===== config.mk =====
export PLATFORM = sky130hd
export DESIGN_NAME = subword_lane_unit
export DESIGN_NICKNAME = d
export VERILOG_FILES = /design/src/rtl/lane_pkg.sv /design/src/rtl/lane_ctrl.sv /design/src/rtl/lane_extract.sv /design/src/rtl/lane_insert.sv /design/src/rtl/subword_lane_unit.sv
export SDC_FILE = /design/constraint.sdc
export NUM_CORES = 1
export LEC_CHECK = 0
export ABC_AREA = 1
export CORE_ASPECT_RATIO = 0.8
export CORE_MARGIN = 1
export CORE_UTILIZATION = 47
export CTS_BUF_LIST = sky130_fd_sc_hd__clkbuf_4 sky130_fd_sc_hd__clkbuf_8
export CTS_CLUSTER_DIAMETER = 60
export CTS_CLUSTER_SIZE = 10
export DETAILED_ROUTE_END_ITERATION = 16
export GPL_ROUTABILITY_DRIVEN = 0
export GPL_TIMING_DRIVEN = 0
export PLACE_DENSITY_LB_ADDON = 0.15
export SYNTH_ARGS = -nofsm -noshare
export SYNTH_HDL_FRONTEND = slang
export SYNTH_SLANG_ARGS = --single-unit

===== constraint.sdc =====
create_clock -name clk -period 1.45 [get_ports clk]
set_input_delay 0.145 -clock clk [delete_from_list [all_inputs] [get_ports clk]]
set_output_delay 0.145 -clock clk [all_outputs]
set_load 0.05 [all_outputs]

===== src/rtl/lane_pkg.sv =====
`timescale 1ns/1ps
package lane_pkg;
  typedef enum logic [2:0] {
    OP_MOVE = 3'd0,
    OP_LDSB = 3'd1,
    OP_LDZB = 3'd2,
    OP_LDSH = 3'd3,
    OP_LDZH = 3'd4,
    OP_STB  = 3'd5,
    OP_STH  = 3'd6,
    OP_STHI = 3'd7
  } lane_op_e;
endpackage


===== src/rtl/lane_ctrl.sv =====
`timescale 1ns/1ps
// Decodes the operation into lane offset, pointer advance and trap.
module lane_ctrl #(
  parameter int DATA_W = 32,
  parameter int OFS_W  = $clog2(DATA_W/8)
) (
  input  lane_pkg::lane_op_e op,
  input  logic               linked,
  input  logic [OFS_W-1:0]   ptr_lsb,
  output logic [OFS_W-1:0]   ofs,
  output logic [1:0]         incr,
  output logic               trap
);
  import lane_pkg::*;
  localparam int LANES = DATA_W/8;
  localparam logic [OFS_W-1:0] HALF_MAX = OFS_W'(LANES-2);

  logic byte_op, half_op;

  always_comb begin
    ofs     = linked ? ptr_lsb : '0;
    byte_op = (op == OP_LDSB) || (op == OP_LDZB) || (op == OP_STB);
    half_op = (op == OP_LDSH) || (op == OP_LDZH) || (op == OP_STH);
    trap    = half_op && (ofs > HALF_MAX);
    if (trap)         incr = 2'd0;
    else if (byte_op) incr = 2'd1;
    else if (half_op) incr = 2'd2;
    else              incr = 2'd0;
  end
endmodule


===== src/rtl/lane_extract.sv =====
`timescale 1ns/1ps
// Shifts the addressed lane down and extends it.
module lane_extract #(
  parameter int DATA_W = 32,
  parameter int OFS_W  = $clog2(DATA_W/8)
) (
  input  logic [DATA_W-1:0] word,
  input  logic [OFS_W-1:0]  ofs,
  input  logic              half,
  input  logic              sext,
  output logic [DATA_W-1:0] lane_out
);
  logic [OFS_W+2:0]  sh;
  logic [DATA_W-1:0] shifted;

  always_comb begin
    sh      = {ofs, 3'b000};
    shifted = word >> sh;
    if (half)
      lane_out = {{(DATA_W-16){sext & shifted[15]}}, shifted[15:0]};
    else
      lane_out = {{(DATA_W-8){sext & shifted[7]}}, shifted[7:0]};
  end
endmodule


===== src/rtl/lane_insert.sv =====
`timescale 1ns/1ps
// Merges a byte or half into one lane of the destination word.
module lane_insert #(
  parameter int DATA_W = 32,
  parameter int OFS_W  = $clog2(DATA_W/8)
) (
  input  logic [DATA_W-1:0] dst,
  input  logic [15:0]       val,
  input  logic [OFS_W-1:0]  ofs,
  input  logic              half,
  input  logic              high,
  input  logic              plain,
  output logic [DATA_W-1:0] merged
);
  localparam int TOP_SH = DATA_W - 16;

  logic [OFS_W+2:0]  sh;
  logic [DATA_W-1:0] mask, data;

  always_comb begin
    sh = {ofs, 3'b000};
    if (high) begin
      mask = {{16{1'b1}}, {(DATA_W-16){1'b0}}};
      data = {val, {(DATA_W-16){1'b0}}};
    end else if (half) begin
      mask = {{(DATA_W-16){1'b0}}, 16'hFFFF} << sh;
      data = {{(DATA_W-16){1'b0}}, val} << sh;
    end else begin
      mask = {{(DATA_W-8){1'b0}}, 8'hFF} << sh;
      data = {{(DATA_W-8){1'b0}}, val[7:0]} << sh;
    end
    if (half && plain && !high)
      merged = {{(DATA_W-16){val[15]}}, val};
    else
      merged = (dst & ~mask) | data;
  end

  // high half lands at TOP_SH; keep parameter referenced for narrow builds
  initial assert (TOP_SH >= 16);
endmodule


===== src/rtl/subword_lane_unit.sv =====
`timescale 1ns/1ps
module subword_lane_unit #(
  parameter int DATA_W = 32,
  parameter int OFS_W  = $clog2(DATA_W/8)
) (
  input  logic              clk,
  input  logic              rst_n,
  input  logic              issue,
  input  logic [2:0]        op,
  input  logic              use_imm,
  input  logic              ptr_linked,
  input  logic [OFS_W-1:0]  ptr_lsb,
  input  logic [DATA_W-1:0] src_val,
  input  logic [DATA_W-1:0] dst_val,
  input  logic [15:0]       imm,
  output logic              res_valid,
  output logic [DATA_W-1:0] res_word,
  output logic [1:0]        res_incr,
  output logic              res_trap
);
  import lane_pkg::*;

  lane_op_e          op_e;
  logic [OFS_W-1:0]  ofs;
  logic [1:0]        incr_d;
  logic              trap_d;
  logic [DATA_W-1:0] load_word, store_word, word_d;
  logic [15:0]       st_val;
  logic              is_half_ld, is_signed, is_half_st, is_high;
  logic              rst_meta, rst_sync;

  // reset: asserts at once, releases on the clock
  always_ff @(posedge clk or negedge rst_n) begin
    if (!rst_n) begin
      rst_meta <= 1'b0;
      rst_sync <= 1'b0;
    end else begin
      rst_meta <= 1'b1;
      rst_sync <= rst_meta;
    end
  end

  always_comb begin
    op_e       = lane_op_e'(op);
    is_half_ld = (op_e == OP_LDSH) || (op_e == OP_LDZH);
    is_signed  = (op_e == OP_LDSB) || (op_e == OP_LDSH);
    is_half_st = (op_e == OP_STH);
    is_high    = (op_e == OP_STHI);
    st_val     = use_imm ? imm : src_val[15:0];
  end

  lane_ctrl #(.DATA_W(DATA_W), .OFS_W(OFS_W)) u_ctrl (
    .op(op_e), .linked(ptr_linked), .ptr_lsb(ptr_lsb),
    .ofs(ofs), .incr(incr_d), .trap(trap_d)
  );

  lane_extract #(.DATA_W(DATA_W), .OFS_W(OFS_W)) u_extract (
    .word(src_val), .ofs(ofs), .half(is_half_ld), .sext(is_signed),
    .lane_out(load_word)
  );

  lane_insert #(.DATA_W(DATA_W), .OFS_W(OFS_W)) u_insert (
    .dst(dst_val), .val(st_val), .ofs(ofs), .half(is_half_st),
    .high(is_high), .plain(!ptr_linked), .merged(store_word)
  );

  // next-state selection
  always_comb begin
    unique case (op_e)
      OP_MOVE: word_d = use_imm ? {{(DATA_W-16){imm[15]}}, imm} : src_val;
      OP_LDSB, OP_LDZB, OP_LDSH, OP_LDZH: word_d = load_word;
      default: word_d = store_word;
    endcase
    if (trap_d) word_d = '0;
  end

  // result registers, enabled by issue
  always_ff @(posedge clk or negedge rst_sync) begin
    if (!rst_sync) begin
      res_valid <= 1'b0;
      res_word  <= '0;
      res_incr  <= 2'd0;
      res_trap  <= 1'b0;
    end else begin
      res_valid <= issue;
      if (issue) begin
        res_word <= word_d;
        res_incr <= incr_d;
        res_trap <= trap_d;
      end
    end
  end

  a_r4_trap_no_advance: assert property (@(posedge clk) disable iff (!rst_n || !rst_sync)
    res_trap |-> (res_incr == 2'd0 && res_word == '0));

  a_r4_byte_never_traps: assert property (@(posedge clk) disable iff (!rst_n || !rst_sync)
    issue && (op == 3'd1 || op == 3'd2 || op == 3'd5) |=> !res_trap && res_incr == 2'd1);

  a_r7_high_ignores_ptr: assert property (@(posedge clk) disable iff (!rst_n || !rst_sync)
    issue && op == 3'd7 |=> !res_trap && res_incr == 2'd0);

  a_r9_valid_after_issue: assert property (@(posedge clk) disable iff (!rst_n || !rst_sync)
    issue |=> res_valid);

  a_r9_idle_holds: assert property (@(posedge clk) disable iff (!rst_n || !rst_sync)
    !issue |=> !res_valid && $stable(res_word) && $stable(res_incr) && $stable(res_trap));

  a_r8_move_no_advance: assert property (@(posedge clk) disable iff (!rst_n || !rst_sync)
    issue && op == 3'd0 |=> res_incr == 2'd0 && !res_trap);
endmodule


Yosys cells after proc, flatten, opt, wreduce, memory -nomap -nowiden --
Index checks and enable logic that the tools add are counted.
Word-level totals: bits in registers 38, bits in latches 0, RAM bits 0, ROM bits 0, output and inout port bits 36, logic and storage cells 50, memories 0
Operators by class: add/sub/neg operators 0, $mul 0, div/mod/pow operators 0, order comparisons 1, equal/unequal tests 7, shifts and indexed selects 5, mux-type cells 14, bitwise operators 5, reduce and logical (&&, ||, !) cells 12
Operators with widths (number):
- 2-to-1 mux 32 bit | 8
- one-hot mux 32 bit (2 select lines) | 1
- bitwise AND 32 bit | 1
- inverter 32 bit | 1
- OR 32 bit | 1
- << shifter 16 x 5 -> 32 bit | 1
- << shifter 16 x 5 -> 32 bit, first input constant | 1
- << shifter 8 x 5 -> 32 bit | 1
- << shifter 8 x 5 -> 32 bit, first input constant | 1
- right shift 32 x 5 -> 16 bit | 1
- 2-to-1 mux 16 bit | 1
- equality test 3 bit, second input constant | 4
- 2-to-1 mux 2 bit | 4
- equality test 3 x 2 -> 1 bit, second input constant | 2
- logical OR 1 bit | 5
- OR reduction 4 bit | 1
- equality test 3 x 1 -> 1 bit, second input constant | 1
- logical AND 1 bit | 3
- logical NOT 3 bit | 1
- bitwise AND 1 bit | 2
- greater-than comparator 2 bit, second input constant | 1
- logical NOT 1 bit | 2

Depth between registers and ports, before layout --
depth in word-level cells 10, mapped depth 13, mapped depth without buffers 11

Modules after synthesis --
A second synthesis with hierarchy kept.
Second synthesis, totals: cells, all modules 882, area, all modules 4675.7 um^2
Modules (own cells, without submodules):
- subword_lane_unit | times used 1, cells an instance 503, area each 2800.2 um^2, seq. area each 950.9 um^2
- lane_insert | times used 1, cells an instance 240, area each 1136.1 um^2, seq. area each 0.0 um^2
- lane_extract | times used 1, cells an instance 123, area each 671.9 um^2, seq. area each 0.0 um^2
- lane_ctrl | times used 1, cells an instance 16, area each 67.6 um^2, seq. area each 0.0 um^2

Worst setup path before layout --
OpenSTA, ideal clock, no wires.
path type input to register, start point input ptr_lsb[0], end point register res_word[24], library setup time 66 ps, data arrival time 1288 ps, required time 1384 ps, setup slack 96 ps, stages 12, path buffers 3, path through buf_2 nand2_2 buf_4 nand2_1 nand2_1 nand3_1 nand2_1 nand2_4 buf_6 a21oi_1 nand2_1 nand2_1
On the way: word-level cells in the longest chain between the ends 10, elaborated cells between the ends (all ways) 21, classes of those cells 1 x order compare; 5 x shift; 9 x mux; 5 x bitwise; 1 x reduce/logical
Ends and longest elaborated chain:
- from (decl) | RTL line subword_lane_unit.sv:12 | input logic [OFS_W-1:0] ptr_lsb,
- 2-to-1 mux 2 bit * | RTL line lane_ctrl.sv:21 | ofs = linked ? ptr_lsb : '0;
- << shifter 16 x 5 -> 32 bit or << shifter 8 x 5 -> 32 bit (tied branches) | RTL line lane_insert.sv:26, lane_insert.sv:29
- 2-to-1 mux 32 bit | RTL line lane_insert.sv:25 | end else if (half) begin
- 2-to-1 mux 32 bit | RTL line lane_insert.sv:22 | if (high) begin
- inverter 32 bit | RTL line lane_insert.sv:35 | merged = (dst & ~mask) | data;
- bitwise AND 32 bit | RTL line lane_insert.sv:35
- OR 32 bit | RTL line lane_insert.sv:35
- 2-to-1 mux 32 bit | RTL line lane_insert.sv:32 | if (half && plain && !high)
- one-hot mux 32 bit (2 select lines) | RTL line subword_lane_unit.sv:69 | unique case (op_e)
- 2-to-1 mux 32 bit * | RTL line subword_lane_unit.sv:74 | if (trap_d) word_d = '0;
- to (signal assigned) | RTL line subword_lane_unit.sv:87 | res_word <= word_d;
- to (decl) | RTL line subword_lane_unit.sv:17 | output logic [DATA_W-1:0] res_word,
Every way passes the cells marked *; elsewhere a longest branch is shown, timed or not. A chain may end at the register's enable or synchronous reset.

Worst setup path after layout --
start point input src_val[31], end point register res_word[25]
On the way: word-level cells in the longest chain between the ends 5, elaborated cells between the ends (all ways) 6, classes of those cells 1 x shift; 3 x mux; 2 x bitwise
Ends and longest elaborated chain:
- from (decl) | RTL line subword_lane_unit.sv:13 | input logic [DATA_W-1:0] src_val,
- right shift 32 x 5 -> 16 bit * | RTL line lane_extract.sv:18 | shifted = word >> sh;
- bitwise AND 1 bit, on equally long branches | RTL line lane_extract.sv:22, lane_extract.sv:20
- 2-to-1 mux 32 bit * | RTL line lane_extract.sv:19 | if (half)
- one-hot mux 32 bit (2 select lines) * | RTL line subword_lane_unit.sv:69
- 2-to-1 mux 32 bit * | RTL line subword_lane_unit.sv:74
Marks and branches as above.

==> reports/results.txt <==
die area -> 0.008086 sq mm
status -> complete, but fails checks
pre-CTS setup slack -> -0.7967 ns
Critical Path Sink Type -> flop
worst skew pair latency -> 0.30 ns
mapped cell area -> 0.003632 sq mm
mean cell area of the mapped netlist -> 5.389 sq um
R2R Setup Slk -> 0.60 ns
die width -> 100.3 um
H-tree depth -> 2
overall routing resource usage -> 36.10%
# diodes -> 0
Nets -> 905
final clock skew -> 0.005727 ns
#FFs+latches synth -> 38
Final Cycle Share -> 100.0%
final instance area -> 0.005318 sq mm
Leakage -> 2.841 nW
CTS buffer count -> 5
Area after DPL -> 0.004995 sq mm
Remaining Overflow, GRT -> 0
routed wire length -> 14.91 mm
clock root cell -> clkbuf_8
final core occ -> 71.60%
Max Cap Violations -> 0
Worst-Margin Slew -> 0.7839 ns
per-cell routed wire length -> 16.21 um
initial antenna violation count -> 0
pins over their slew limit -> 0
initial DRC count -> 822
Syn Nets -> 764
Routed Antenna Nets -> 0
clk buf depth -> 2
Initial Utilization -> 48.90%
row count -> 28
area growth from synthesis to layout -> 46.40%
Pre-Repair DR Iteration Count -> 7
area of the multi-input gates -> 0.002535 sq mm
R2R depth -> 0
Worst Setup Slack, final -> -0.0006491 ns
Fmax achieved -> 689.3 MHz
CTS Hold Bufs -> 0
final setup fails -> 1
vias -> 5222
post-synth cell types -> 25
R2R Path Start -> rst_sync
pwr dens -> 775.5 mW/mm^2
clock-pin slew on the worst setup and hold paths -> 0.08 ns
layout cells sized above 1 -> 11.04%
VDD IR max -> 0.7283 mV
CTS tree -> done
final-report hold violation count -> 0
CTS Sinks -> 38
Final Power -> 4.124 mW
Port Buf Inserts -> 123
cell count after synthesis -> 674
final HPWL from detailed placement -> 11.24 mm
Required @ worst endpoint -> 1.69 ns
IO Pins -> 126
sequential area share after synthesis -> 26.18%
first-pass GRT wire length -> 22.40 mm
R2R Path End -> res_word[18]
pin count of the biggest net entering global routing -> 37
minimum clock period -> 1.451 ns
Arr. time, crit path -> 1.69 ns
crit path max fanout -> 8
flip-flop and latch area -> 952.2 sq um
CP Class -> in2reg
Die H -> 80.63 um
launching element type of the critical path -> primary input
commonest non-fill, non-tap cell in the layout -> nand2_1
failing checks -> setup timing
Vias/cell -> 5.676
hold crit path type -> in2async
DRC -> 0
number of global-route vias before repair -> 4757
Fillers -> 673
most frequent cells in the layout -> nand2_1 (326), clkdlybuf4s50_1 (82), nand3_1 (68), nor2_1 (47), a21oi_1 (45)
Max transition margin -> 47.74%
Ys Warns -> 0
Core Footprint -> 0.007427 sq mm
unrepaired setup endpoints after global routing -> true
Yosys cell counts:
cell type / number / area share (%)
inv_1: 41 / 4.2
nand2_4: 1 / 0.31
clkbuf_1: 12 / 1.2
nand2_2: 6 / 1.0
nand3b_1: 4 / 0.83
o21ai_2: 1 / 0.24
conb_1: 1 / 0.10
buf_6: 1 / 0.31
nor2_4: 1 / 0.31
nand2_1: 336 / 35
o21ai_0: 23 / 3.2
dfrtp_1: 38 / 26
nor2_2: 4 / 0.69
o21ai_1: 4 / 0.55
a21oi_1: 52 / 7.2
buf_4: 1 / 0.21
o211ai_1: 1 / 0.21
buf_2: 11 / 1.5
clkinv_1: 2 / 0.21
inv_2: 6 / 0.62
buf_1: 2 / 0.21
nand3_1: 71 / 9.8
inv_4: 1 / 0.17
nand4_1: 6 / 1.0
nor2_1: 48 / 5.0
state kept, by name, indices dropped and copies added, names as in the netlist:
name and flops:
res_trap 1, rst_meta 1, res_incr 2, rst_sync 1, res_valid 1, res_word 32
routing by layer:
layer | up-vias | GRT usage [%] | wire [um]
met1 | 2367 | 43.10 | 5497
met4 | 0 | 11.59 | 555
met3 | 67 | 11.75 | 2048
li1 | 2409 | - | -
met2 | 379 | 61.44 | 6811
met5 | - | 0 | 0
report_power, final:
group / total [mW] / internal [mW] / switching, mW
clock network: 0.708 / 0.323 / 0.385
logic: 2.12 / 0.700 / 1.42
registers: 1.30 / 1.20 / 0.0954
total: 4.12 / 2.23 / 1.90
area by class of cell:
class	count	share of cell area [%]
multi-input cells	559	47.67
plain buffers	27	2.918
repair buffers	134	23.88
clock inverters	2	0.1882
clock buffers	5	1.294
well taps	105	2.471
inverters	50	3.671
flip-flops and latches	38	17.91
through the flow:
step	instances	hold slack [ns]	setup TNS (ns)
after floorplan	674	-0.1506	0
after global placement	902	0.3183	-24.83
final	920	0.007703	-0.0006491
after detailed placement	902	0.3185	-28.88
after global routing	920	0.01275	-0.1074
after CTS	914	0.01027	0
worst max-delay path by stage:
stage | from | to
detailed placement | ptr_linked | res_word[21]
global route | src_val[31] | res_word[25]
CTS | ptr_linked | res_word[28]
floorplan | ptr_lsb[0] | res_word[24]
global placement | ptr_linked | res_word[19]
finish | src_val[31] | res_word[25]
cells by family (layout without fill, tap and decap cells):
| logic type | after synthesis | count (layout) | synth area share [%] |
|---|---|---|---|
| AO/OA/AOI/OAI | 81 | 81 | 11.33 |
| buffers and inverters | 77 | 218 | 8.715 |
| flip-flops | 38 | 38 | 26.18 |
| other | 1 | 1 | 0.1032 |
| AND/OR/NAND/NOR | 477 | 477 | 53.67 |
what timing repair did:
action / CTS / global route
resized for setup: 78 / 39
pin swaps: 4 / 4
cloned: 0 / 1
buffers inserted: 5 / 5
endpoints found under the setup margin: 106 / 33
worst max-delay path: stages:
cell,delay (ns)
clkdlybuf4s50_1,0.51
inv_1,0.07
nand3_1,0.07
nand2_1,0.07
nand2_2,0.08
nand3_2,0.09
nand2_4,0.12
nand2_8,0.08
clkbuf_16,0.17
a21oi_2,0.16
nand2_1,0.07
nand2_1,0.05
No activity file was read; power rests on OpenSTA's default activity.
